$ cat src/rtl/bus_access_comparator_pkg.sv
package bus_access_comparator_pkg;
  // control byte bit positions
  localparam int CTL_EN_BIT   = 0;
  localparam int CTL_RWE_BIT  = 2;
  localparam int CTL_RWV_BIT  = 3;
  localparam int CTL_INST_BIT = 5;

  typedef struct packed {
    logic inst;
    logic rwv;
    logic rwe;
    logic en;
  } cmp_ctrl_t;
endpackage

$ cat src/rtl/cmp_cfg_regs.sv
module cmp_cfg_regs
  import bus_access_comparator_pkg::*;
#(
  parameter int AW     = 32,
  parameter int DW     = 32,
  parameter int REG_AW = 4
) (
  input  logic              clk_i,
  input  logic              rst_ni,
  input  logic              we_i,
  input  logic [REG_AW-1:0] addr_i,
  input  logic [7:0]        wdata_i,
  input  logic              lock_i,
  output logic [7:0]        rdata_o,
  output cmp_ctrl_t         ctrl_o,
  output logic [AW-1:0]     cmp_addr_o,
  output logic [DW-1:0]     cmp_data_o,
  output logic [DW-1:0]     cmp_mask_o
);
  localparam int NB_A  = AW / 8;
  localparam int NB_D  = DW / 8;
  localparam int OFS_A = 1;
  localparam int OFS_D = OFS_A + NB_A;
  localparam int OFS_M = OFS_D + NB_D;

  cmp_ctrl_t     ctrl_q;
  logic [AW-1:0] addr_q;
  logic [DW-1:0] data_q;
  logic [DW-1:0] mask_q;
  logic          wr_ok;
  logic          unused_wbits;

  assign wr_ok        = we_i && !lock_i;
  assign unused_wbits = ^{wdata_i[7:6], wdata_i[4], wdata_i[1]};

  always_ff @(posedge clk_i or negedge rst_ni) begin
    if (!rst_ni) begin
      ctrl_q <= '0;
      addr_q <= '0;
      data_q <= '0;
      mask_q <= '0;
    end else if (wr_ok) begin
      if (addr_i == '0) begin
        ctrl_q.inst <= wdata_i[CTL_INST_BIT];
        ctrl_q.rwv  <= wdata_i[CTL_RWV_BIT];
        ctrl_q.rwe  <= wdata_i[CTL_RWE_BIT];
        ctrl_q.en   <= wdata_i[CTL_EN_BIT];
      end
      // first byte of each group is the most significant lane
      for (int k = 0; k < NB_A; k++)
        if (addr_i == REG_AW'(OFS_A + k)) addr_q[(NB_A-1-k)*8 +: 8] <= wdata_i;
      for (int k = 0; k < NB_D; k++) begin
        if (addr_i == REG_AW'(OFS_D + k)) data_q[(NB_D-1-k)*8 +: 8] <= wdata_i;
        if (addr_i == REG_AW'(OFS_M + k)) mask_q[(NB_D-1-k)*8 +: 8] <= wdata_i;
      end
    end
  end

  always_comb begin
    rdata_o = '0;
    if (addr_i == '0) begin
      rdata_o[CTL_INST_BIT] = ctrl_q.inst;
      rdata_o[CTL_RWV_BIT]  = ctrl_q.rwv;
      rdata_o[CTL_RWE_BIT]  = ctrl_q.rwe;
      rdata_o[CTL_EN_BIT]   = ctrl_q.en;
    end
    for (int k = 0; k < NB_A; k++)
      if (addr_i == REG_AW'(OFS_A + k)) rdata_o = addr_q[(NB_A-1-k)*8 +: 8];
    for (int k = 0; k < NB_D; k++) begin
      if (addr_i == REG_AW'(OFS_D + k)) rdata_o = data_q[(NB_D-1-k)*8 +: 8];
      if (addr_i == REG_AW'(OFS_M + k)) rdata_o = mask_q[(NB_D-1-k)*8 +: 8];
    end
  end

  assign ctrl_o     = ctrl_q;
  assign cmp_addr_o = addr_q;
  assign cmp_data_o = data_q;
  assign cmp_mask_o = mask_q;

  // a locked write leaves all configuration untouched
  assert_locked_write_R4: assert property (@(posedge clk_i) disable iff (!rst_ni)
    (we_i && lock_i) |=> ($stable(ctrl_q) && $stable(addr_q) &&
                          $stable(data_q) && $stable(mask_q)));
endmodule

$ cat src/rtl/cmp_match_core.sv
module cmp_match_core
  import bus_access_comparator_pkg::*;
#(
  parameter int AW = 32,
  parameter int DW = 32,
  parameter int NW = 16
) (
  input  cmp_ctrl_t     ctrl_i,
  input  logic [AW-1:0] cmp_addr_i,
  input  logic [DW-1:0] cmp_data_i,
  input  logic [DW-1:0] cmp_mask_i,
  input  logic [AW-1:0] dacc_addr_i,
  input  logic [DW-1:0] dacc_data_i,
  input  logic          dacc_rd_i,
  input  logic          dacc_narrow_i,
  input  logic          dacc_valid_i,
  input  logic [AW-1:0] pc_i,
  input  logic          pc_valid_i,
  output logic          hit_o
);
  logic [DW-1:0] narrow_keep;
  logic [DW-1:0] eff_mask;
  logic          data_ok;
  logic          dir_ok;
  logic          data_hit;
  logic          pc_hit;

  generate
    if (DW > NW) begin : g_narrow_gate
      assign narrow_keep = {{(DW-NW){1'b0}}, {NW{1'b1}}};
    end else begin : g_narrow_full
      assign narrow_keep = '1;
    end
  endgenerate

  assign eff_mask = dacc_narrow_i ? (cmp_mask_i & narrow_keep) : cmp_mask_i;
  assign data_ok  = ((dacc_data_i ^ cmp_data_i) & eff_mask) == '0;
  // direction enable gates the direction value
  assign dir_ok   = !ctrl_i.rwe || (dacc_rd_i == ctrl_i.rwv);
  assign data_hit = dacc_valid_i && (dacc_addr_i == cmp_addr_i) && data_ok && dir_ok;
  assign pc_hit   = pc_valid_i && (pc_i == cmp_addr_i);
  // instruction mode overrides all data-side qualifiers
  assign hit_o    = ctrl_i.en && (ctrl_i.inst ? pc_hit : data_hit);
endmodule

$ cat src/rtl/bus_access_comparator.sv
module bus_access_comparator
  import bus_access_comparator_pkg::*;
#(
  parameter int AW     = 32,
  parameter int DW     = 32,
  parameter int NW     = 16,
  parameter int REG_AW = $clog2(1 + AW/8 + 2*(DW/8))
) (
  input  logic              clk_i,
  input  logic              rst_ni,
  input  logic              cfg_we_i,
  input  logic [REG_AW-1:0] cfg_addr_i,
  input  logic [7:0]        cfg_wdata_i,
  output logic [7:0]        cfg_rdata_o,
  input  logic              dbg_armed_i,
  input  logic              trig_active_i,
  input  logic [AW-1:0]     dacc_addr_i,
  input  logic [DW-1:0]     dacc_data_i,
  input  logic              dacc_rd_i,
  input  logic              dacc_narrow_i,
  input  logic              dacc_valid_i,
  input  logic [AW-1:0]     pc_i,
  input  logic              pc_valid_i,
  output logic              match_o
);
  cmp_ctrl_t     ctrl;
  logic [AW-1:0] cmp_addr;
  logic [DW-1:0] cmp_data;
  logic [DW-1:0] cmp_mask;
  logic          hit;

  cmp_cfg_regs #(.AW(AW), .DW(DW), .REG_AW(REG_AW)) u_regs (
    .clk_i      (clk_i),
    .rst_ni     (rst_ni),
    .we_i       (cfg_we_i),
    .addr_i     (cfg_addr_i),
    .wdata_i    (cfg_wdata_i),
    .lock_i     (dbg_armed_i || trig_active_i),
    .rdata_o    (cfg_rdata_o),
    .ctrl_o     (ctrl),
    .cmp_addr_o (cmp_addr),
    .cmp_data_o (cmp_data),
    .cmp_mask_o (cmp_mask)
  );

  cmp_match_core #(.AW(AW), .DW(DW), .NW(NW)) u_core (
    .ctrl_i        (ctrl),
    .cmp_addr_i    (cmp_addr),
    .cmp_data_i    (cmp_data),
    .cmp_mask_i    (cmp_mask),
    .dacc_addr_i   (dacc_addr_i),
    .dacc_data_i   (dacc_data_i),
    .dacc_rd_i     (dacc_rd_i),
    .dacc_narrow_i (dacc_narrow_i),
    .dacc_valid_i  (dacc_valid_i),
    .pc_i          (pc_i),
    .pc_valid_i    (pc_valid_i),
    .hit_o         (hit)
  );

  always_ff @(posedge clk_i or negedge rst_ni) begin
    if (!rst_ni) match_o <= 1'b0;
    else         match_o <= hit;
  end

  assert_off_silent_R5: assert property (@(posedge clk_i) disable iff (!rst_ni)
    !ctrl.en |=> !match_o);

  assert_needs_strobe_R10: assert property (@(posedge clk_i) disable iff (!rst_ni)
    match_o |-> $past(ctrl.inst ? pc_valid_i : dacc_valid_i));

  assert_inst_pc_R8: assert property (@(posedge clk_i) disable iff (!rst_ni)
    (match_o && $past(ctrl.inst)) |-> $past(pc_i == cmp_addr));

  assert_dir_R9: assert property (@(posedge clk_i) disable iff (!rst_ni)
    (match_o && $past(!ctrl.inst && ctrl.rwe)) |-> $past(dacc_rd_i == ctrl.rwv));
endmodule

$ cat config.mk
export PLATFORM = sky130hd
export DESIGN_NAME = bus_access_comparator
export DESIGN_NICKNAME = d
export VERILOG_FILES = /design/src/rtl/bus_access_comparator_pkg.sv /design/src/rtl/cmp_cfg_regs.sv /design/src/rtl/cmp_match_core.sv /design/src/rtl/bus_access_comparator.sv
export SDC_FILE = /design/constraint.sdc
export NUM_CORES = 1
export LEC_CHECK = 0
export CAP_MARGIN = 25
export CORE_ASPECT_RATIO = 0.75
export CORE_MARGIN = 1.5
export CORE_UTILIZATION = 50
export CTS_CLUSTER_DIAMETER = 120
export CTS_CLUSTER_SIZE = 25
export DETAILED_ROUTE_END_ITERATION = 10
export PLACE_DENSITY = 0.78
export RECOVER_POWER = 50
export SLEW_MARGIN = 40
export SYNTH_ARGS = -nofsm -noshare
export SYNTH_HDL_FRONTEND = slang
export SYNTH_HIERARCHICAL = 1
export SYNTH_SLANG_ARGS = --single-unit
$ cat constraint.sdc
create_clock -name clk_i -period 2.1 [get_ports clk_i]
set_input_delay 0.42 -clock clk_i [delete_from_list [all_inputs] [get_ports clk_i]]
set_output_delay 0.42 -clock clk_i [all_outputs]
set_load 0.005 [all_outputs]
==> results.py <==
metrics = {
    "synthesis": {
        "yosysTopAreaCell": "dfrtp_1",
        "syn_avg_cell_area_um2": 11.3,
        "synth.area.top_cells": "dfrtp_1 40%, mux2_2 16%, xor2_1 8.1%",
        "seq_area_frac_synth": 0.395,
        "synth_nets": 684,
        "synth_cells": 567,
        "ys_types": 67,
        "synth_edf_count": 0,
        "ys_warn_count": 6,
        "synthArstFlopShare": 1.00,
        "synth_flop_cell": "dfrtp_1",
        "synth_top_area_share": 0.395,
        "syn_area_mm2": 0.00639,
        "synth_seq_cells": 101,
    },
    "global_routing": {
        "grt_pass1_wl_mm": 37.7,
        "grt_remaining_overflow": 0,
        "grt_pass1_vias": 6236,
        "grt_start_max_net_pins": 102,
        "antenna_found_initial": 0,
        "grtUsageTotal": 0.380,
    },
    "worst_hold_path": {
        "hold_path.class": "primary input to asynchronous set/reset pin",
    },
    "setup_path": {
        "crit_start": "cfg_addr_i[0]",
        "r2r_end": "match_o$_DFF_PN0_",
        "reg2regPathDepth": 7,
        "path_max_fanout": 8,
        "arrival_ns": 1.79,
        "ff2ff_setup_slack_ns": 0.08,
        "start_kind": "primary input",
        "criticalPathCategory": "primary input to primary output",
        "r2r_start": "u_regs/cmp_addr_o[9]$_DFFE_PN0P_",
        "worstPathRequired_ns": 1.68,
        "cp-endpoint": "cfg_rdata_o[2]",
        "cp-end-kind": "primary output",
    },
    "sta": {
        "hold_viol_final": 0,
        "max_freq_mhz": 453,
        "max_slew_margin": 0.0677,
        "fin_crit_sh": 1.05,
        "worstMarginPinSlew_ns": 1.40,
        "clock_skew_ns": 0.00385,
        "drv_slew": 0,
        "rsz0062_at_grt": "true",
        "setup_viol": 8,
        "fin_crit_ns": 2.21,
        "setup_ws_ns": -0.106,
    },
    "clock_network": {
        "htreeDepth": 3,
        "cts_root_buf": "clkbuf_16",
        "clock-sinks": 101,
        "cts_max_path_buffers": 2,
        "cts-buffers-inserted": 9,
        "cts_tree": "built",
        "clk_latency_ns": 0.34,
        "cts_hold_buf": 0,
        "path_clk_slew_ns": 0.07,
    },
    "pwr": {
        "power.total_mw": 6.11,
        "vdd_drop_max_mv": 0.445,
        "power.density_mw_per_mm2": 635,
        "p_leak_nw": 4.29,
    },
    "final_layout": {
        "multi_input_area_mm2": 0.00411,
        "register_area_mm2": 0.00253,
        "fill_cells": 831,
        "post-route-util": 0.777,
        "num_antenna_cells": 0,
        "drive_gt1_frac": 0.444,
        "syn_to_final_growth_pct": 50.6,
        "finalNetCount": 931,
    },
    "routing": {
        "routedWlPerCell_um": 25.4,
        "drc_errors": 0,
        "routed_via_density": 6.07,
        "detailedRoute.firstPassIterationCount": 8,
        "drtIter0Drc": 714,
        "vias": 5979,
        "wirelength_mm": 25.0,
        "ant_nets": 0,
    },
    "outcome": {
        "status": "complete, but fails checks",
        "violations": "negative setup slack",
    },
    "placement": {
        "pre_cts_ws_ns": -1.06,
        "gp_routability_congestion": 1.07,
        "port_buffers": 125,
        "dp_hpwl_mm": 18.8,
    },
    "die": {
        "die_h_um": 101,
        "die_area_mm2": 0.0135,
        "start_util": 0.516,
        "io_pins": 126,
        "core_area_mm2": 0.0124,
        "core.rowCount": 35,
        "die_x_um": 134,
    },
    "job": {
        "maxCapViolations": 0,
    },
}
==> sequential cells by signal, indices dropped and copies added (netlist names) <==
register	cells
u_regs/cmp_addr_o	32
match_o	1
u_regs/cmp_data_o	32
u_regs/cmp_mask_o	32
u_regs/ctrl_o	4
==> synth_stat cells, drive strengths merged (2+ instances only) <==
cell / number
nand2: 25
a32oi: 6
clkbuf: 12
o221a: 3
a221o: 2
xor2: 59
nor3b: 5
o21ai: 6
mux2: 105
o2111ai: 2
inv: 7
nand3: 3
nand4: 11
buf: 20
mux2i: 7
nand3b: 13
o32ai: 2
xnor2: 38
o22ai: 7
nor3: 4
a21oi: 20
a221oi: 5
or2: 3
a22oi: 9
a32o: 2
a211o: 5
a22o: 8
a31oi: 6
nor2: 10
o221ai: 10
dfrtp: 101
a222oi: 4
nand2b: 14
nor2b: 7
nor4: 11
==> worst max-delay path: stages <==
cell and delay (ns):
buf_8 0.11, buf_12 0.13, buf_6 0.11, buf_6 0.12, a22o_1 0.20, a222oi_1 0.25
buf_4 0.21, o221ai_4 0.10, buf_2 0.14
==> how the worst min path moves through the flow <==
stage / from / end / slack, ns
after detailed placement: rst_ni / match_o$_DFF_PN0_ / 0.53
final: rst_ni / u_regs/ctrl_o[0]$_DFFE_PN0P_ / 0.54
after global placement: rst_ni / match_o$_DFF_PN0_ / 0.51
after global routing: u_regs/cmp_mask_o[15]$_DFFE_PN0P_ / u_regs/cmp_mask_o[15]$_DFFE_PN0P_ / 0.58
after CTS: rst_ni / match_o$_DFF_PN0_ / 0.17
after floorplan: rst_ni / match_o$_DFF_PN0_ / 0.12
==> final cells by class <==
| cell class | count | share of cell area |
|---|---|---|
| Clock inverter | 5 | 0.00455 |
| Clock buffer | 11 | 0.0262 |
| Inverter | 8 | 0.00312 |
| Sequential cell | 101 | 0.262 |
| Tap cell | 166 | 0.0216 |
| Timing Repair Buffer | 268 | 0.256 |
| Multi-Input combinational cell | 426 | 0.426 |
==> layout by cell type (no fill, tap or decap), types with 13 or more instances in the layout <==
cell type | netlist | routed
buf_4 | 11 | 116
nand2_2 | 11 | 14
nand3b_1 | 13 | 13
xor2_1 | 59 | 59
dfrtp_1 | 101 | 101
xnor2_1 | 38 | 38
buf_6 | 0 | 18
a21oi_2 | 0 | 13
clkdlybuf4s50_1 | 0 | 112
mux2_2 | 90 | 90
==> power breakdown <==
part           leakage (nW)  internal (mW)  switching (mW)
registers              1.34           2.20           0.285
logic                  2.81           1.09           0.898
clock network         0.140          0.882           0.761
total                  4.29           4.17            1.94
==> layer usage <==
| layer | vias up | share of wire | global-route usage |
|---|---|---|---|
| li1 | 2600 | - | - |
| met1 | 2973 | 0.44 | 0.536 |
| met2 | 353 | 0.44 | 0.587 |
| met3 | 53 | 0.10 | 0.101 |
| met4 | 0 | 0.021 | 0.0895 |
| met5 | - | 0 | 0 |
==> cell families (layout without fill, tap and decap cells) <==
family / Yosys count / after routing / share of synthesized area
AOI/OAI and AO/OA: 105 / 105 / 0.125
xor gates and xnor gates: 97 / 97 / 0.133
buffers and inverters: 40 / 292 / 0.0313
DFF: 101 / 101 / 0.395
muxes: 112 / 112 / 0.201
and+or+nand+nor: 112 / 112 / 0.115
==> metrics by stage <==
stage	hold slack [ns]	setup TNS [ns]	std cells	cell area [um^2]
finish	0.536	-0.605	985	9630
global route	0.581	-0.922	985	9630
CTS	0.168	-0.685	985	9400
detailed placement	0.528	-40.72	953	8710
global placement	0.515	-40.72	953	8710
floorplan	0.124	0	567	6390
==> repair_timing <==
item	in CTS	in global routing
gates resized for setup	115	48
buffers inserted	17	3
gates cloned	1	0
pin swaps	27	30
setup endpoints to repair	48	9
Note: power is estimated with default switching activity, not from simulation.
